### src/rtl/aal1_sn_pkg.sv
package aal1_sn_pkg;

  localparam int SCW = 3;

  typedef enum logic [2:0] {
    ST_HUNT  = 3'd0,
    ST_SYNC1 = 3'd1,
    ST_LOCK  = 3'd2,
    ST_PEND  = 3'd3,
    ST_ERR   = 3'd4
  } sn_state_e;

  typedef struct packed {
    logic           ok;   // header usable (clean or corrected)
    logic           err;  // header failed a check
    logic           csi;
    logic [SCW-1:0] sc;
  } hdr_info_t;

  // counter slots
  localparam int C_TOTAL  = 0;
  localparam int C_DROP   = 1;
  localparam int C_BADSN  = 2;
  localparam int C_HDRERR = 3;
  localparam int C_LOST   = 4;
  localparam int C_MISINS = 5;
  localparam int NCNT     = 6;

  // CRC-3, generator x^3+x+1, over 4 data bits (MSB first)
  function automatic logic [2:0] crc3(input logic [3:0] d);
    logic [2:0] r;
    logic       fb;
    r = 3'b000;
    for (int i = 3; i >= 0; i--) begin
      fb = d[i] ^ r[2];
      r  = {r[1:0], 1'b0} ^ (fb ? 3'b011 : 3'b000);
    end
    return r;
  endfunction

  function automatic hdr_info_t hdr_decode(input logic [7:0] b);
    hdr_info_t  r;
    logic [3:0] d;
    logic [2:0] syn;
    logic       par_bad;
    d       = b[7:4];
    syn     = crc3(d) ^ b[3:1];
    par_bad = ^b;
    r.ok    = 1'b1;
    r.err   = 1'b0;
    if (par_bad) begin
      r.err = 1'b1;
      for (int i = 0; i < 4; i++) begin
        if (syn != 3'b000 && syn == crc3(4'(1 << i))) d[i] = ~d[i];
      end
    end else if (syn != 3'b000) begin
      r.err = 1'b1;
      r.ok  = 1'b0;
    end
    r.csi = d[3];
    r.sc  = d[2:0];
    return r;
  endfunction

  // modulo-8 distance from expected to received
  function automatic logic [SCW-1:0] sc_diff(input logic [SCW-1:0] got,
                                             input logic [SCW-1:0] want);
    return got - want;
  endfunction

endpackage

### src/rtl/aal1_hdr_decode.sv
module aal1_hdr_decode
  import aal1_sn_pkg::*;
(
  input  logic [7:0] hdr_byte,
  output hdr_info_t  info
);
  assign info = hdr_decode(hdr_byte);
endmodule

### src/rtl/aal1_sn_fsm.sv
module aal1_sn_fsm
  import aal1_sn_pkg::*;
(
  input  logic           clk,
  input  logic           rst_n,
  input  logic           hdr_vld,
  input  hdr_info_t      info,
  input  logic           underrun,
  input  logic           sn_off,
  input  logic           robust_eff,
  input  logic [1:0]     fill_mode,
  output logic           dec_vld,
  output logic           dec_acc,
  output logic [2:0]     dec_fill,
  output logic [1:0]     dec_fmode,
  // event wires for counters and checks
  output logic           ev_drop,
  output logic           ev_badsn,
  output logic           ev_misins,
  output logic [2:0]     ev_lost,
  output sn_state_e      st_o
);

  sn_state_e      st_q, st_n;
  logic [SCW-1:0] exp_q, exp_n, cand_q, cand_n;
  logic [SCW-1:0] diff, cand_gap;
  logic           acc;
  logic [2:0]     fill;

  assign diff     = sc_diff(info.sc, exp_q);
  assign cand_gap = sc_diff(cand_q, exp_q);

  always_comb begin
    st_n      = st_q;
    exp_n     = exp_q;
    cand_n    = cand_q;
    acc       = 1'b0;
    fill      = 3'd0;
    ev_badsn  = 1'b0;
    ev_misins = 1'b0;
    ev_lost   = 3'd0;
    if (hdr_vld) begin
      if (sn_off) begin
        acc  = 1'b1;
        st_n = ST_HUNT;
      end else if (!underrun) begin
        unique case (st_q)
          ST_HUNT: begin
            if (info.ok) begin
              st_n  = ST_SYNC1;
              exp_n = info.sc + 3'd1;
            end
          end
          ST_SYNC1: begin
            if (!info.ok) st_n = ST_HUNT;
            else begin
              exp_n = info.sc + 3'd1;
              if (diff == 3'd0) begin
                st_n = ST_LOCK;
                acc  = 1'b1;
              end
            end
          end
          ST_LOCK: begin
            if (!info.ok) begin
              st_n  = ST_ERR;
              exp_n = exp_q + 3'd1;
            end else if (diff == 3'd0) begin
              acc   = 1'b1;
              exp_n = exp_q + 3'd1;
            end else begin
              ev_badsn = 1'b1;
              if (diff == 3'd7) ev_misins = 1'b1;
              else if (robust_eff) begin
                st_n   = ST_PEND;
                cand_n = info.sc;
              end else begin
                acc     = 1'b1;
                fill    = diff;
                ev_lost = diff;
                exp_n   = info.sc + 3'd1;
              end
            end
          end
          ST_PEND: begin
            if (info.ok && info.sc == cand_q + 3'd1) begin
              acc     = 1'b1;
              fill    = cand_gap + 3'd1;
              ev_lost = cand_gap;
              exp_n   = info.sc + 3'd1;
              st_n    = ST_LOCK;
            end else if (info.ok && diff == 3'd0) begin
              acc       = 1'b1;
              ev_misins = 1'b1;
              exp_n     = exp_q + 3'd1;
              st_n      = ST_LOCK;
            end else begin
              ev_badsn = info.ok;
              st_n     = ST_HUNT;
            end
          end
          ST_ERR: begin
            if (info.ok && diff == 3'd0) begin
              acc   = 1'b1;
              fill  = 3'd1;
              exp_n = exp_q + 3'd1;
              st_n  = ST_LOCK;
            end else begin
              ev_badsn = info.ok;
              st_n     = ST_HUNT;
            end
          end
          default: st_n = ST_HUNT;
        endcase
      end
    end
  end

  assign ev_drop = hdr_vld & ~acc;
  assign st_o    = st_q;

  always_ff @(posedge clk or negedge rst_n) begin
    if (!rst_n) begin
      st_q      <= ST_HUNT;
      exp_q     <= '0;
      cand_q    <= '0;
      dec_vld   <= 1'b0;
      dec_acc   <= 1'b0;
      dec_fill  <= 3'd0;
      dec_fmode <= 2'd0;
    end else begin
      st_q    <= st_n;
      exp_q   <= exp_n;
      cand_q  <= cand_n;
      dec_vld <= hdr_vld;
      if (hdr_vld) begin
        dec_acc   <= acc;
        dec_fill  <= fill;
        dec_fmode <= fill_mode;
      end
    end
  end

  // underrun freezes tracking
  p_freeze_r10: assert property (@(posedge clk) disable iff (!rst_n)
    hdr_vld && underrun && !sn_off |=> st_q == $past(st_q) && exp_q == $past(exp_q));

  // one decision per header, one cycle later
  p_dec_follows_r11: assert property (@(posedge clk) disable iff (!rst_n)
    hdr_vld |=> dec_vld);
  p_no_spurious_r11: assert property (@(posedge clk) disable iff (!rst_n)
    !hdr_vld |=> !dec_vld);
  p_fill_only_acc_r11: assert property (@(posedge clk) disable iff (!rst_n)
    dec_vld && !dec_acc |-> dec_fill == 3'd0);

  // sequence-off accepts everything
  p_snoff_acc_r9: assert property (@(posedge clk) disable iff (!rst_n)
    hdr_vld && sn_off |=> dec_acc && dec_fill == 3'd0);

  // nothing accepted while hunting
  p_hunt_no_acc_r4: assert property (@(posedge clk) disable iff (!rst_n)
    hdr_vld && !sn_off && st_q == ST_HUNT |=> !dec_acc);

  // the pending state is entered only under the robust algorithm
  p_pend_robust_r8: assert property (@(posedge clk) disable iff (!rst_n)
    hdr_vld && !sn_off && !underrun && st_q == ST_LOCK && !robust_eff |=> st_q != ST_PEND);

endmodule

### src/rtl/aal1_sn_counters.sv
module aal1_sn_counters #(
  parameter int CW = 16,
  parameter int N  = 6
) (
  input  logic                 clk,
  input  logic                 rst_n,
  input  logic [N-1:0][2:0]    inc,
  output logic [N-1:0][CW-1:0] cnt
);
  for (genvar g = 0; g < N; g++) begin : g_cnt
    always_ff @(posedge clk or negedge rst_n) begin
      if (!rst_n) cnt[g] <= '0;
      else        cnt[g] <= cnt[g] + CW'(inc[g]);
    end
  end
endmodule

### src/rtl/aal1_rx_sn.sv
module aal1_rx_sn
  import aal1_sn_pkg::*;
#(
  parameter int CW = 16
) (
  input  logic          clk,
  input  logic          rst_n,
  input  logic          hdr_vld,
  input  logic [7:0]    hdr_byte,
  input  logic          underrun,
  input  logic          cfg_sn_off,
  input  logic          cfg_robust,
  input  logic          cfg_structured,
  input  logic [1:0]    cfg_fill_mode,
  output logic          dec_vld,
  output logic          dec_acc,
  output logic [2:0]    dec_fill,
  output logic [1:0]    dec_fmode,
  output logic [CW-1:0] cnt_total,
  output logic [CW-1:0] cnt_drop,
  output logic [CW-1:0] cnt_badsn,
  output logic [CW-1:0] cnt_hdrerr,
  output logic [CW-1:0] cnt_lost,
  output logic [CW-1:0] cnt_misins
);

  hdr_info_t                 info;
  logic                      robust_eff;
  logic                      ev_drop, ev_badsn, ev_misins;
  logic [2:0]                ev_lost;
  sn_state_e                 st;
  logic [NCNT-1:0][2:0]      inc;
  logic [NCNT-1:0][CW-1:0]   cnt;

  assign robust_eff = cfg_robust & ~cfg_structured;

  aal1_hdr_decode u_dec (
    .hdr_byte (hdr_byte),
    .info     (info)
  );

  aal1_sn_fsm u_fsm (
    .clk        (clk),
    .rst_n      (rst_n),
    .hdr_vld    (hdr_vld),
    .info       (info),
    .underrun   (underrun),
    .sn_off     (cfg_sn_off),
    .robust_eff (robust_eff),
    .fill_mode  (cfg_fill_mode),
    .dec_vld    (dec_vld),
    .dec_acc    (dec_acc),
    .dec_fill   (dec_fill),
    .dec_fmode  (dec_fmode),
    .ev_drop    (ev_drop),
    .ev_badsn   (ev_badsn),
    .ev_misins  (ev_misins),
    .ev_lost    (ev_lost),
    .st_o       (st)
  );

  always_comb begin
    inc           = '0;
    inc[C_TOTAL]  = {2'b00, hdr_vld};
    inc[C_DROP]   = {2'b00, ev_drop};
    inc[C_BADSN]  = {2'b00, ev_badsn};
    inc[C_HDRERR] = {2'b00, hdr_vld & info.err};
    inc[C_LOST]   = ev_lost;
    inc[C_MISINS] = {2'b00, ev_misins};
  end

  aal1_sn_counters #(.CW(CW), .N(NCNT)) u_cnt (
    .clk   (clk),
    .rst_n (rst_n),
    .inc   (inc),
    .cnt   (cnt)
  );

  assign cnt_total  = cnt[C_TOTAL];
  assign cnt_drop   = cnt[C_DROP];
  assign cnt_badsn  = cnt[C_BADSN];
  assign cnt_hdrerr = cnt[C_HDRERR];
  assign cnt_lost   = cnt[C_LOST];
  assign cnt_misins = cnt[C_MISINS];

  // every header bumps the total by one
  p_total_r12: assert property (@(posedge clk) disable iff (!rst_n)
    hdr_vld |=> cnt_total == $past(cnt_total) + CW'(1));
  // a drop decision is matched by the drop counter
  p_drop_r12: assert property (@(posedge clk) disable iff (!rst_n)
    hdr_vld |=> (cnt_drop == $past(cnt_drop) + CW'(1)) == !dec_acc);
  // counters hold between headers
  p_idle_hold_r13: assert property (@(posedge clk) disable iff (!rst_n)
    !hdr_vld |=> $stable(cnt_total) && $stable(cnt_lost));

endmodule

### config.mk
export PLATFORM = sky130hd
export DESIGN_NAME = aal1_rx_sn
export DESIGN_NICKNAME = d
export VERILOG_FILES = /design/src/rtl/aal1_sn_pkg.sv /design/src/rtl/aal1_hdr_decode.sv /design/src/rtl/aal1_sn_fsm.sv /design/src/rtl/aal1_sn_counters.sv /design/src/rtl/aal1_rx_sn.sv
export SDC_FILE = /design/constraint.sdc
export NUM_CORES = 1
export LEC_CHECK = 0
export BUFFER_PORTS_ARGS = -buffer_cell sky130_fd_sc_hd__clkbuf_2
export CORE_ASPECT_RATIO = 1.25
export CORE_UTILIZATION = 60
export CTS_CLUSTER_DIAMETER = 80
export DETAILED_ROUTE_END_ITERATION = 6
export PLACE_DENSITY = 0.94
export SYNTH_ARGS = -nofsm -noshare
export SYNTH_HDL_FRONTEND = slang
export SYNTH_HIERARCHICAL = 1
export SYNTH_SLANG_ARGS = --single-unit
### constraint.sdc
create_clock -name clk -period 7 [get_ports clk]
set_clock_uncertainty 0.1 [all_clocks]
set_input_delay 0.35 -clock clk [delete_from_list [all_inputs] [get_ports clk]]
set_output_delay 0.35 -clock clk [all_outputs]
set_load 0.005 [all_outputs]
==> results by stage <==
Status:
- The flow ran to the end, and the final reports show no timing, DRC or antenna violations.

Setup path:
- The startpoint of the lowest-slack register-to-register path is u_fsm/exp_q[0].
- The required time at the endpoint of the critical path is 7170 ps.
- For flop-to-flop paths, the worst setup slack is 3250 ps.
- STA puts the critical path data arrival time at 4940 ps.
- Following the worst setup path forward leads to its endpoint at u_cnt/cnt[30].
- Measured in cells, the most critical reg-to-reg path has a length of 14.
- The critical path is of the in -> reg type.
- STA classifies the critical path endpoint as a flip-flop.
- STA classifies the critical path startpoint as an input pin.
- The maximum fanout along the worst path is 9.
- The most critical setup path has its startpoint at hdr_byte[4].
- The endpoint identified for the worst register-to-register timing path is u_cnt/cnt[30].

Place:
- The post-place setup slack is 1910 ps.
- The final estimated routing congestion in global placement is 0.883.
- Summing all placed instances gives a cell area of 0.00676 mm2.
- Port buffering added 119 buffers.
- The cell count after placement is 787.
- Detailed placement finished with a half-perimeter wire length of 9300 um.

Finish:
- The antenna diode count is 0.
- The number of standard cells in the final layout excluding fillers is 804.
- Of the cells placed in the final design, the portion with a size suffix greater than 1 is 0.237.
- The filler cells instantiated in the layout total 713.
- After routing the design area is 0.00706 mm2.
- The area added between synthesis and finish is 17.6%.
- The final layout contains 722 nets.

Clock tree:
- The insertion delay of the later-clocked pin in the worst-skew pair is 340 ps.
- Clock-pin slew was measured on the worst setup and hold paths at 70 ps.
- The maximum level of the CTS H-tree is 3.
- The TritonCTS clock tree is yes.
- The number of clock sinks is 112.
- The post-CTS setup buffer count is 0.
- The buffer cell driving the clock tree root is sky130_fd_sc_hd__clkbuf_16.
- In this run, post-CTS repair resized a total of 0 instances.
- The total CTS buffers is 9.
- The clock passes through at most 2 buffers.
- The count of hold-fix buffers inserted at cts is 1.

Die:
- The core region is 0.00966 mm2.
- The floorplan step set the die width to 91.5 um.
- The number of I/O pins is 120.
- The starting density of the core is 0.622.
- The die span in y is 114 um.
- The floorplan has 40 rows.
- The overall die area is 0.0104 mm2.

STA:
- The final worst-path setup slack is 2220 ps.
- The total count of hold-check failures in the final report came to 0.
- Setup violations remaining at the end of the flow were counted as 0.
- The share of the cycle needed by the critical path after routing is 0.682.
- The number of pins with negative max-slew slack in the final report came to 0.
- In the final timing run, aggregate negative setup slack is 0 ps.
- For the pin with the worst max-slew slack, the measured transition is 975 ps.
- The final period demand of the worst path is 4780 ps.
- Setup repair after global routing left no endpoint under its margin.
- Timing would allow up to 0.209 GHz.
- Measured against its own limit, the worst slew margin works out to 0.350.
- Final hold analysis gives a worst-case slack of 142 ps.

Route:
- Dividing the detail-routed wire length by the instance count gives 15.2 um.
- The final routed wirelength across all metal layers is 12,200 um.
- The detailed router finished its first iteration with 196 violations.
- The average vias per placed instance is 5.60.
- The post-route antenna net violation count is 0.
- The first detailed-routing pass took 4 iterations.
- The routed layout has 4,499 vias.
- In the routed design, unresolved DRC markers number 0.

Power:
- Of the total power, the share spent switching nets is 0.371.
- In this run the power spent charging and discharging nets is 831 uW.
- The leakage power summed over all cells is 0.00352 uW.
- The power per standard cell area is 317 mW/mm2.
- The internal portion of the total power is 1410 uW.
- The worst-case IR drop observed on VDD is 0.000213 V.
- The sequential group share of total power is 0.429.
- Of the total power, the clock network draws 0.220.
- Of the total power, combinational logic draws 0.351.

Logic synthesis:
- After synthesis, the mean cell area works out to 11.2 um2.
- The cell count after synthesis came out at 534.
- The warning count from the yosys run is 6.
- After synthesis the cells add up to 0.00601 mm2.

Global route:
- The number of antenna violations at the first check in global routing is 0.
- The total congestion overflow is 0.
- The number of global-route vias before repair is 4,557.
- The first global-routing pass estimated 21,000 um of wire.
- The largest net degree at the start of global routing is 81.
- In the global route stage, overall resource usage came out at 0.253.

Hold path:
- The tightest min-delay check is of the in -> reg type.

Run:
- Across the run, the number of max-cap violations was 0.
## how the worst min path moves through the flow
| stage | from | end | slack, ps | cells after the start |
|---|---|---|---|---|
| floorplan | rst_n | u_cnt/cnt[0] | -50 | 0 |
| global placement | rst_n | u_cnt/cnt[62] | 210 | 1 |
| detailed placement | rst_n | u_cnt/cnt[63] | 220 | 1 |
| CTS | cfg_fill_mode[0] | u_fsm/dec_fmode[0] | 130 | 2 |
| global route | cfg_fill_mode[1] | u_fsm/dec_fmode[1] | 140 | 2 |
| finish | cfg_fill_mode[0] | u_fsm/dec_fmode[0] | 140 | 2 |
## critical path, stage by stage
cell                       delay, ps
sky130_fd_sc_hd__clkbuf_2        120
sky130_fd_sc_hd__xnor2_1         510
sky130_fd_sc_hd__and3_1          240
sky130_fd_sc_hd__o211ai_1        120
sky130_fd_sc_hd__xnor2_1         340
sky130_fd_sc_hd__inv_1           130
sky130_fd_sc_hd__ha_1            210
sky130_fd_sc_hd__inv_1            60
sky130_fd_sc_hd__fa_1            490
sky130_fd_sc_hd__or2b_2          390
sky130_fd_sc_hd__nor3_4          300
sky130_fd_sc_hd__a211oi_1        100
sky130_fd_sc_hd__o31a_1          280
sky130_fd_sc_hd__ha_1            240
sky130_fd_sc_hd__fa_1            410
sky130_fd_sc_hd__a21oi_1         270
sky130_fd_sc_hd__nor3_1          120
sky130_fd_sc_hd__nand4_1         130
sky130_fd_sc_hd__xnor2_1         130
## final cells by class
type / count / area, um2 / share of cell area
clock buffer: 10 / 239 / 0.0338
multi-input combinational: 410 / 3120 / 0.442
inverter: 19 / 71.3 / 0.0101
timing repair buffer: 121 / 616 / 0.0872
sequential: 112 / 2800 / 0.397
tap: 126 / 158 / 0.0223
clock inverter: 6 / 51.3 / 0.00726
## placed cells by master (no fill, tap or decap), drive strengths merged, types with 3 or more instances in the layout
cell type    n
a211oi       6
a21o         7
a21oi       21
a22oi        4
and2         7
and3        12
and4         9
clkbuf     128
clkinvlp     3
conb        15
dfrtp      112
fa           8
ha          24
inv         21
mux2         4
mux2i        5
nand2       34
nand2b       7
nand3       25
nand4       15
nor2        32
nor2b        5
nor3        15
nor4         3
o211ai       7
o21ai       10
xnor2       58
xnor3        4
xor2        42
## stage by stage
step,power (uW),utilization
finish,2240,0.731
global route,2400,0.731
CTS,2250,0.731
detailed placement,1750,0.700
global placement,1700,0.700
floorplan,1470,-
## state kept, by name (all words and copies together) (netlist names)
register and count:
u_fsm/dec_fmode 2, u_fsm/dec_acc 1, u_fsm/dec_fill 3, u_cnt/cnt 96, u_fsm/dec_vld 1, u_fsm/cand_q 3
u_fsm/st_o 3, u_fsm/exp_q 3
## power by group through the flow
stage / combinational, uW / sequential (uW) / clock [uW]
after floorplan: 525 / 947 / 0
after global placement: 734 / 961 / 0
after detailed placement: 777 / 971 / 0
after CTS: 785 / 961 / 505
after global routing: 880 / 988 / 530
final: 787 / 962 / 492
## metal layers
metal | global-route usage | wire length, um
met1 | 0.297 | 4970
met2 | 0.457 | 6260
met3 | 0.0407 | 659
met4 | 0.109 | 295
met5 | 0 | 0
Power figures use the tool's default switching activity.
